File: src/rtl/tpadc_pkg.sv
package tpadc_pkg;

    localparam int RAW_W  = 15;
    localparam int SCL_W  = 13;
    localparam int STAT_W = 5;
    localparam int EN_W   = 3;
    localparam int TCH_EN_BIT = 2;

    localparam logic [7:0] A_ENABLE = 8'h00;
    localparam logic [7:0] A_CONFIG = 8'h04;
    localparam logic [7:0] A_MASK   = 8'h08;
    localparam logic [7:0] A_STATUS = 8'h0C;
    localparam logic [7:0] A_SAME   = 8'h10;
    localparam logic [7:0] A_WAIT   = 8'h14;
    localparam logic [7:0] A_TDATA  = 8'h18;

    localparam logic [31:0] CFG_RESET = 32'h0002_002C;
    localparam logic [31:0] CFG_KEEP  = 32'hC007_FFFF;
    localparam logic [31:0] TD_MARKER = 32'h0000_3FFF;

    localparam logic [STAT_W-1:0] ST_PEN_DN = 5'h14;
    localparam logic [STAT_W-1:0] ST_PEN_UP = 5'h0C;

    typedef struct packed {
        logic went_down;
        logic went_up;
    } pen_evt_t;

    typedef enum logic {
        TD_COORD  = 1'b0,
        TD_MARK   = 1'b1
    } td_phase_e;

    function automatic logic [SCL_W-1:0] scale_coord(input logic [RAW_W-1:0] v);
        logic [RAW_W+12:0] prod;
        logic [RAW_W+12:0] quo;
        prod = {13'd0, v} << 12;
        quo  = prod / (RAW_W+13)'(32767);
        return quo[SCL_W-1:0];
    endfunction

endpackage

File: src/rtl/tpadc_scale.sv
module tpadc_scale
    import tpadc_pkg::*;
(
    input  logic [RAW_W-1:0] raw,
    output logic [SCL_W-1:0] scaled
);
    always_comb scaled = scale_coord(raw);
endmodule

File: src/rtl/tpadc_pen_event.sv
module tpadc_pen_event
    import tpadc_pkg::*;
(
    input  logic     clk,
    input  logic     rst,
    input  logic     touch_en,
    input  logic     pen_down,
    output pen_evt_t evt
);
    logic pen_q;

    always_ff @(posedge clk) begin
        if (rst)           pen_q <= 1'b0;
        else if (touch_en) pen_q <= pen_down;
    end

    always_comb begin
        evt.went_down = touch_en &  pen_down & ~pen_q;
        evt.went_up   = touch_en & ~pen_down &  pen_q;
    end

    AST_PEN_FROZEN: assert property (@(posedge clk) disable iff (rst)
        !touch_en |=> $stable(pen_q));
endmodule

File: src/rtl/tpadc_status.sv
module tpadc_status
    import tpadc_pkg::*;
(
    input  logic              clk,
    input  logic              rst,
    input  logic              touch_en,
    input  logic [STAT_W-1:0] irq_mask,
    input  logic              clr_wr,
    input  logic [STAT_W-1:0] clr_bits,
    input  pen_evt_t          evt,
    output logic [STAT_W-1:0] status,
    output logic              irq
);
    logic [STAT_W-1:0] set_bits;
    logic [STAT_W-1:0] kill_bits;

    always_comb begin
        set_bits  = (evt.went_down ? ST_PEN_DN : '0) | (evt.went_up ? ST_PEN_UP : '0);
        kill_bits = clr_wr ? clr_bits : '0;
    end

    always_ff @(posedge clk) begin
        if (rst) status <= '0;
        else     status <= (status & ~kill_bits) | set_bits;
    end

    always_comb irq = touch_en & (|(irq_mask & status));

    AST_DOWN_SETS: assert property (@(posedge clk) disable iff (rst)
        evt.went_down |=> ((status & ST_PEN_DN) == ST_PEN_DN));
    AST_UP_SETS: assert property (@(posedge clk) disable iff (rst)
        evt.went_up |=> ((status & ST_PEN_UP) == ST_PEN_UP));
    AST_CLEAR_TAKES: assert property (@(posedge clk) disable iff (rst)
        (clr_wr && !evt.went_down && !evt.went_up) |=> ((status & $past(clr_bits)) == '0));
    AST_STICKY: assert property (@(posedge clk) disable iff (rst)
        (!clr_wr && !evt.went_down && !evt.went_up) |=> $stable(status));
    AST_SET_OVER_CLEAR: assert property (@(posedge clk) disable iff (rst)
        (clr_wr && (evt.went_down || evt.went_up)) |=> status[2]);
endmodule

File: src/rtl/tpadc_regs.sv
module tpadc_regs
    import tpadc_pkg::*;
#(
    parameter int ADDR_W = 8,
    parameter int DATA_W = 32
) (
    input  logic              clk,
    input  logic              rst,
    input  logic [ADDR_W-1:0] bus_addr,
    input  logic              bus_wr,
    input  logic [DATA_W-1:0] bus_wdata,
    input  logic              bus_rd,
    output logic [DATA_W-1:0] bus_rdata,
    input  logic              pen_down,
    input  logic [RAW_W-1:0]  pen_x,
    input  logic [RAW_W-1:0]  pen_y,
    output logic              irq
);
    localparam int AXES  = 2;
    localparam int Y_LSB = 16;

    logic [EN_W-1:0]   enable_q;
    logic [DATA_W-1:0] config_q;
    logic [STAT_W-1:0] mask_q;
    logic [15:0]       same_q;
    logic [15:0]       wait_q;
    logic [SCL_W-1:0]  coord_q  [AXES];
    logic [RAW_W-1:0]  raw_ax   [AXES];
    logic [SCL_W-1:0]  scl_ax   [AXES];
    td_phase_e         phase_q;

    logic              touch_en;
    logic              rd_tdata;
    logic [STAT_W-1:0] status;
    pen_evt_t          evt;

    always_comb begin
        touch_en  = enable_q[TCH_EN_BIT];
        rd_tdata  = bus_rd && (bus_addr == ADDR_W'(A_TDATA));
        raw_ax[0] = pen_x;
        raw_ax[1] = pen_y;
    end

    for (genvar a = 0; a < AXES; a++) begin : g_axis
        tpadc_scale u_scale (.raw(raw_ax[a]), .scaled(scl_ax[a]));

        always_ff @(posedge clk) begin
            if (rst)           coord_q[a] <= '0;
            else if (touch_en) coord_q[a] <= scl_ax[a];
        end
    end

    tpadc_pen_event u_pen (
        .clk(clk), .rst(rst), .touch_en(touch_en),
        .pen_down(pen_down), .evt(evt)
    );

    tpadc_status u_stat (
        .clk(clk), .rst(rst), .touch_en(touch_en), .irq_mask(mask_q),
        .clr_wr(bus_wr && (bus_addr == ADDR_W'(A_STATUS))),
        .clr_bits(bus_wdata[STAT_W-1:0]), .evt(evt),
        .status(status), .irq(irq)
    );

    always_ff @(posedge clk) begin
        if (rst) begin
            enable_q <= '0;
            config_q <= DATA_W'(CFG_RESET);
            mask_q   <= '0;
            same_q   <= '0;
            wait_q   <= '0;
        end else if (bus_wr) begin
            case (bus_addr)
                ADDR_W'(A_ENABLE): enable_q <= bus_wdata[EN_W-1:0];
                ADDR_W'(A_CONFIG): config_q <= bus_wdata & DATA_W'(CFG_KEEP);
                ADDR_W'(A_MASK):   mask_q   <= bus_wdata[STAT_W-1:0];
                ADDR_W'(A_SAME):   same_q   <= bus_wdata[15:0];
                ADDR_W'(A_WAIT):   wait_q   <= bus_wdata[15:0];
                default: ;
            endcase
        end
    end

    always_ff @(posedge clk) begin
        if (rst)           phase_q <= TD_COORD;
        else if (rd_tdata) phase_q <= (phase_q == TD_COORD) ? TD_MARK : TD_COORD;
    end

    always_comb begin
        bus_rdata = '0;
        case (bus_addr)
            ADDR_W'(A_ENABLE): bus_rdata = DATA_W'(enable_q);
            ADDR_W'(A_CONFIG): bus_rdata = config_q;
            ADDR_W'(A_MASK):   bus_rdata = DATA_W'(mask_q);
            ADDR_W'(A_STATUS): bus_rdata = DATA_W'(status);
            ADDR_W'(A_SAME):   bus_rdata = DATA_W'(same_q);
            ADDR_W'(A_WAIT):   bus_rdata = DATA_W'(wait_q);
            ADDR_W'(A_TDATA):  bus_rdata = (phase_q == TD_COORD)
                                 ? ((DATA_W'(coord_q[1]) << Y_LSB) | DATA_W'(coord_q[0]))
                                 : DATA_W'(TD_MARKER);
            default: ;
        endcase
    end

    AST_SEQ_STEP: assert property (@(posedge clk) disable iff (rst)
        rd_tdata |=> (phase_q != $past(phase_q)));
    AST_SEQ_HOLD: assert property (@(posedge clk) disable iff (rst)
        !rd_tdata |=> $stable(phase_q));
    AST_COORD_FROZEN: assert property (@(posedge clk) disable iff (rst)
        !touch_en |=> ($stable(coord_q[0]) && $stable(coord_q[1])));
endmodule

File: config.mk
export PLATFORM = sky130hd
export DESIGN_NAME = tpadc_regs
export DESIGN_NICKNAME = d
export VERILOG_FILES = /design/src/rtl/tpadc_pkg.sv /design/src/rtl/tpadc_scale.sv /design/src/rtl/tpadc_pen_event.sv /design/src/rtl/tpadc_status.sv /design/src/rtl/tpadc_regs.sv
export SDC_FILE = /design/constraint.sdc
export NUM_CORES = 1
export LEC_CHECK = 0
export BUFFER_PORTS_ARGS = -buffer_cell sky130_fd_sc_hd__buf_2
export CAP_MARGIN = 20
export CORE_MARGIN = 4
export CORE_UTILIZATION = 50
export DETAILED_ROUTE_END_ITERATION = 8
export PLACE_DENSITY_LB_ADDON = 0.12
export SLEW_MARGIN = 20
export SYNTH_ARGS = -nofsm -noshare
export SYNTH_HDL_FRONTEND = slang
export SYNTH_HIERARCHICAL = 1
export SYNTH_SLANG_ARGS = --single-unit
export TNS_END_PERCENT = 5
File: constraint.sdc
create_clock -name clk -period 7.5 [get_ports clk]
set_clock_uncertainty 0.1 [all_clocks]
set_input_delay 0.375 -clock clk [delete_from_list [all_inputs] [get_ports clk]]
set_output_delay 0.375 -clock clk [all_outputs]
set_load 0.05 [all_outputs]
==> metrics.md <==
| Metric | Value |
|---|---|
| Status | `finished, final reports clean` |
| FMAX | `141 MHz` |
| I/O pin cnt | `108` |
| Fillers | `1,582` |
| Worst hold path type | `in -> reg` |
| Crit share post-route | `94.7%` |
| Final HPWL DP | `21,700 µm` |
| Area occupied by multi-input gates | `6580 µm²` |
| Final Hold Vio Count | `0` |
| Worst Hold Path EP | `config_q[17]` |
| Cell count after synthesis | `1,181` |
| Detailed Route WL | `28,100 µm` |
| Synthesis-stage register bit count | `94` |
| Slew headroom | `27.3%` |
| Die Ht | `141 µm` |
| Xor/xnor share of the synthesized area | `1.87%` |
| Max stage delay on crit path | `0.44 ns` |
| Unrepaired setup endpoints after global routing | `yes` |
| EDFF count, synth | `26` |
| Root buffer cell | `clkbuf_16` |
| Post-synth top cells | `nand2_1 (181), a21oi_1 (92), nor2_1 (75)` |
| Routing usage on met1 | `37.2%` |
| Hold path depth | `3` |
| Slowest CP cell | `a222oi_1` |
| Gr usage total | `27.0%` |
| M2 GR Usage | `44.6%` |
| Share of cells above drive strength 1 | `29.5%` |
| Synth top area share | `15.3%` |
| Synth Area in Adders | `2.82%` |
| Yosys top cell by area | `dfxtp_1` |
| WL/cell | `16.9 µm` |
| Hold Buf Count CTS | `0` |
| Hold_sp | `bus_wdata[17]` |
| Synth warn | `6` |
| First-pass GRT wire length | `45,300 µm` |
| R2r startpoint | `enable_q[2]` |
| Peak VDD IR | `153 µV` |
| Clock-pin slew on the worst setup and hold paths | `0.07 ns` |
| Initial antenna violation count | `0` |
| Die Width | `141 µm` |
| Top-count cell post-synth | `nand2_1` |
| Critical path fanouts, max | `11` |
| Main flop type after synthesis | `dfxtp_1` |
| Die area | `19,900 µm²` |
| CP Launch Type | `input pin` |
| Reg area | `2140 µm²` |
| TritonCTS clock tree | `built` |
| Latest clock arrival within the worst-skew pair | `0.34 ns` |
| Crit-path leading delay family | `simple AND/OR/NAND/NOR gates` |
| Tmin final | `7.10 ns` |
| CTS Sinks | `94` |
| Syn Std Cell Area | `8880 µm²` |
| Pleak | `4.74 nW` |
| Final ANT Viol Nets | `0` |
| Reg2reg end | `coord_q[0][1]` |
| Mux cell area share after synthesis | `2.04%` |
| Top Usage Layer GRT | `met2` |
| Crit path DAT | `7.10 ns` |
| DRC viols | `0` |
| Via density | `5.96` |
| Mean Syn Cell Area | `7.52 µm²` |
| Setup TNS | `0 ns` |
| Row cnt | `48` |
| Final-report max-slew violation count | `0` |
| Maximum number of pins on one net before global-route repair | `71` |
| Port bufs | `95` |
| WP buf/inv | `6` |
| Vias in the first global route | `9,230` |
| First DRT Iteration DRCs | `763` |
| CTS Buffer Depth | `2` |
| Core area | `17,400 µm²` |
| Setup violators final | `0` |
| H-tree depth | `3` |
| Dpl cell area | `10,800 µm²` |
| Worst path required time | `7.50 ns` |
| GRT met3 Usage | `3.36%` |
| GR Overflow Total | `0` |
| Nets@finish | `1,530` |
| Main combinational cell family by area after synthesis | `simple AND/OR/NAND/NOR gates` |
| Max-cap check violation count | `0` |
| Area grow syn2layout | `28.3%` |
| Drt pass-1 iters | `5` |
| Power Dens Cells | `154 nW/µm²` |
| Setup slack, reg-to-reg | `6.01 ns` |
| Critical path endpoint category | `flip-flop` |
| Simple-gate share of the synthesized area | `33.2%` |
| Critical path class | `in -> reg` |
| Post-synthesis compound-gate area fraction | `30.5%` |
| Sequential area share after synthesis | `24.1%` |
| Initial Utilization | `51.1%` |
| Synth top area cells | `dfxtp_1 (15%), edfxtp_1 (8.8%), nand2_1 (7.7%), a21oi_1 (5.2%), and2_1 (4.5%)` |
| Library cells used by synthesis | `94` |
| Slew @ Worst Pin | `1.08 ns` |
| Most frequent CP cell | `or3_1` |
| Worst R2R Path Depth | `1` |
| Via count | `9,926` |
| Total CTS buffers | `9` |
| Antenna fix cells | `0` |
| Design area | `11,400 µm²` |
| Synth async-reset ratio | `0%` |
| Gpl congestion | `0.952` |
[placed cells by master, fill, tap and decap left out, types with 19 or more instances in the layout]
master and instances:
nor2_1 73, buf_4 198, buf_2 95, and3_1 22, nand2_1 181, a22oi_1 19, nor3_1 42, edfxtp_1 26
and2_1 63, o21ai_0 38, dfxtp_1 68, inv_1 33, a21oi_1 88, nand2b_1 19, nand3_1 34
[power breakdown]
group | leakage, nW | switching [mW] | total, mW | internal [mW]
sequential | 0.816 | 0.00186 | 0.527 | 0.525
clock | 0.129 | 0.201 | 0.426 | 0.225
combinational | 3.79 | 0.433 | 0.805 | 0.372
[repair_timing]
action / CTS / global route
setup buffers: 0 / 6
resized for setup: 0 / 50
setup endpoints to repair: 0 / 4
[cells by family after synthesis]
group | after synthesis
simple gates | 558
compound gates | 375
flops | 94
buf+inv | 94
fa+ha+maj | 20
xor+xnor | 19
mux | 18
other cells | 3
[routing by layer]
layer  share of wire (%)  vias up  routed length (µm)
met3                 6.6       43                1850
met5                   0        -                   0
met2                  46      363               12900
li1                    -     4927                   -
met1                  46     4593               12800
met4                 2.0        0                 554
[stage by stage]
stage | util [%] | worst slack [ns] | hold slack [ns] | power (mW) | std cells
3_5_place_dp | 62.3 | -0.0733 | 0.347 | 1.29 | 1643
6_report | 65.6 | 0.396 | 0.173 | 1.76 | 1665
4_1_cts | 63.8 | 0.256 | 0.167 | 1.71 | 1659
2_1_floorplan | - | -0.0317 | 0.325 | 0.994 | 1187
5_1_grt | 65.6 | -0.0498 | 0.171 | 1.86 | 1665
3_3_place_gp | 62.3 | -0.00238 | 0.337 | 1.28 | 1643
[worst min-delay path: stages]
cell and delay, ns:
buf_2 0.08, nand2_1 0.04, nand3b_1 0.08
[worst max-delay path by stage]
stage / start / slack (ns) / endpoint / depth (start not counted)
2_1_floorplan: pen_y[11] / -0.03 / coord_q[1][0] / 39
3_3_place_gp: pen_y[3] / -0.002 / coord_q[1][0] / 39
3_5_place_dp: pen_x[10] / -0.07 / coord_q[0][0] / 40
4_1_cts: pen_x[10] / 0.26 / coord_q[0][0] / 40
5_1_grt: pen_x[4] / -0.05 / coord_q[0][0] / 39
6_report: pen_x[4] / 0.40 / coord_q[0][0] / 37
[final cells by class]
| type | count | area share [%] |
|---|---|---|
| multi-input combinational | 999 | 57.8 |
| clock inverter | 7 | 0.439 |
| timing repair buffer | 294 | 17.3 |
| inverter | 37 | 1.22 |
| tap | 225 | 2.47 |
| clock buffer | 9 | 1.98 |
| sequential | 94 | 18.8 |
[state kept, by name, summed over array words and instances (netlist names)]
name and count:
coord_q 26, u_stat/status 5, enable_q 3, wait_q 16, mask_q 5, config_q 21
u_pen/pen_q 1, same_q 16, phase_q 1
(Power assumes the default switching activity.)
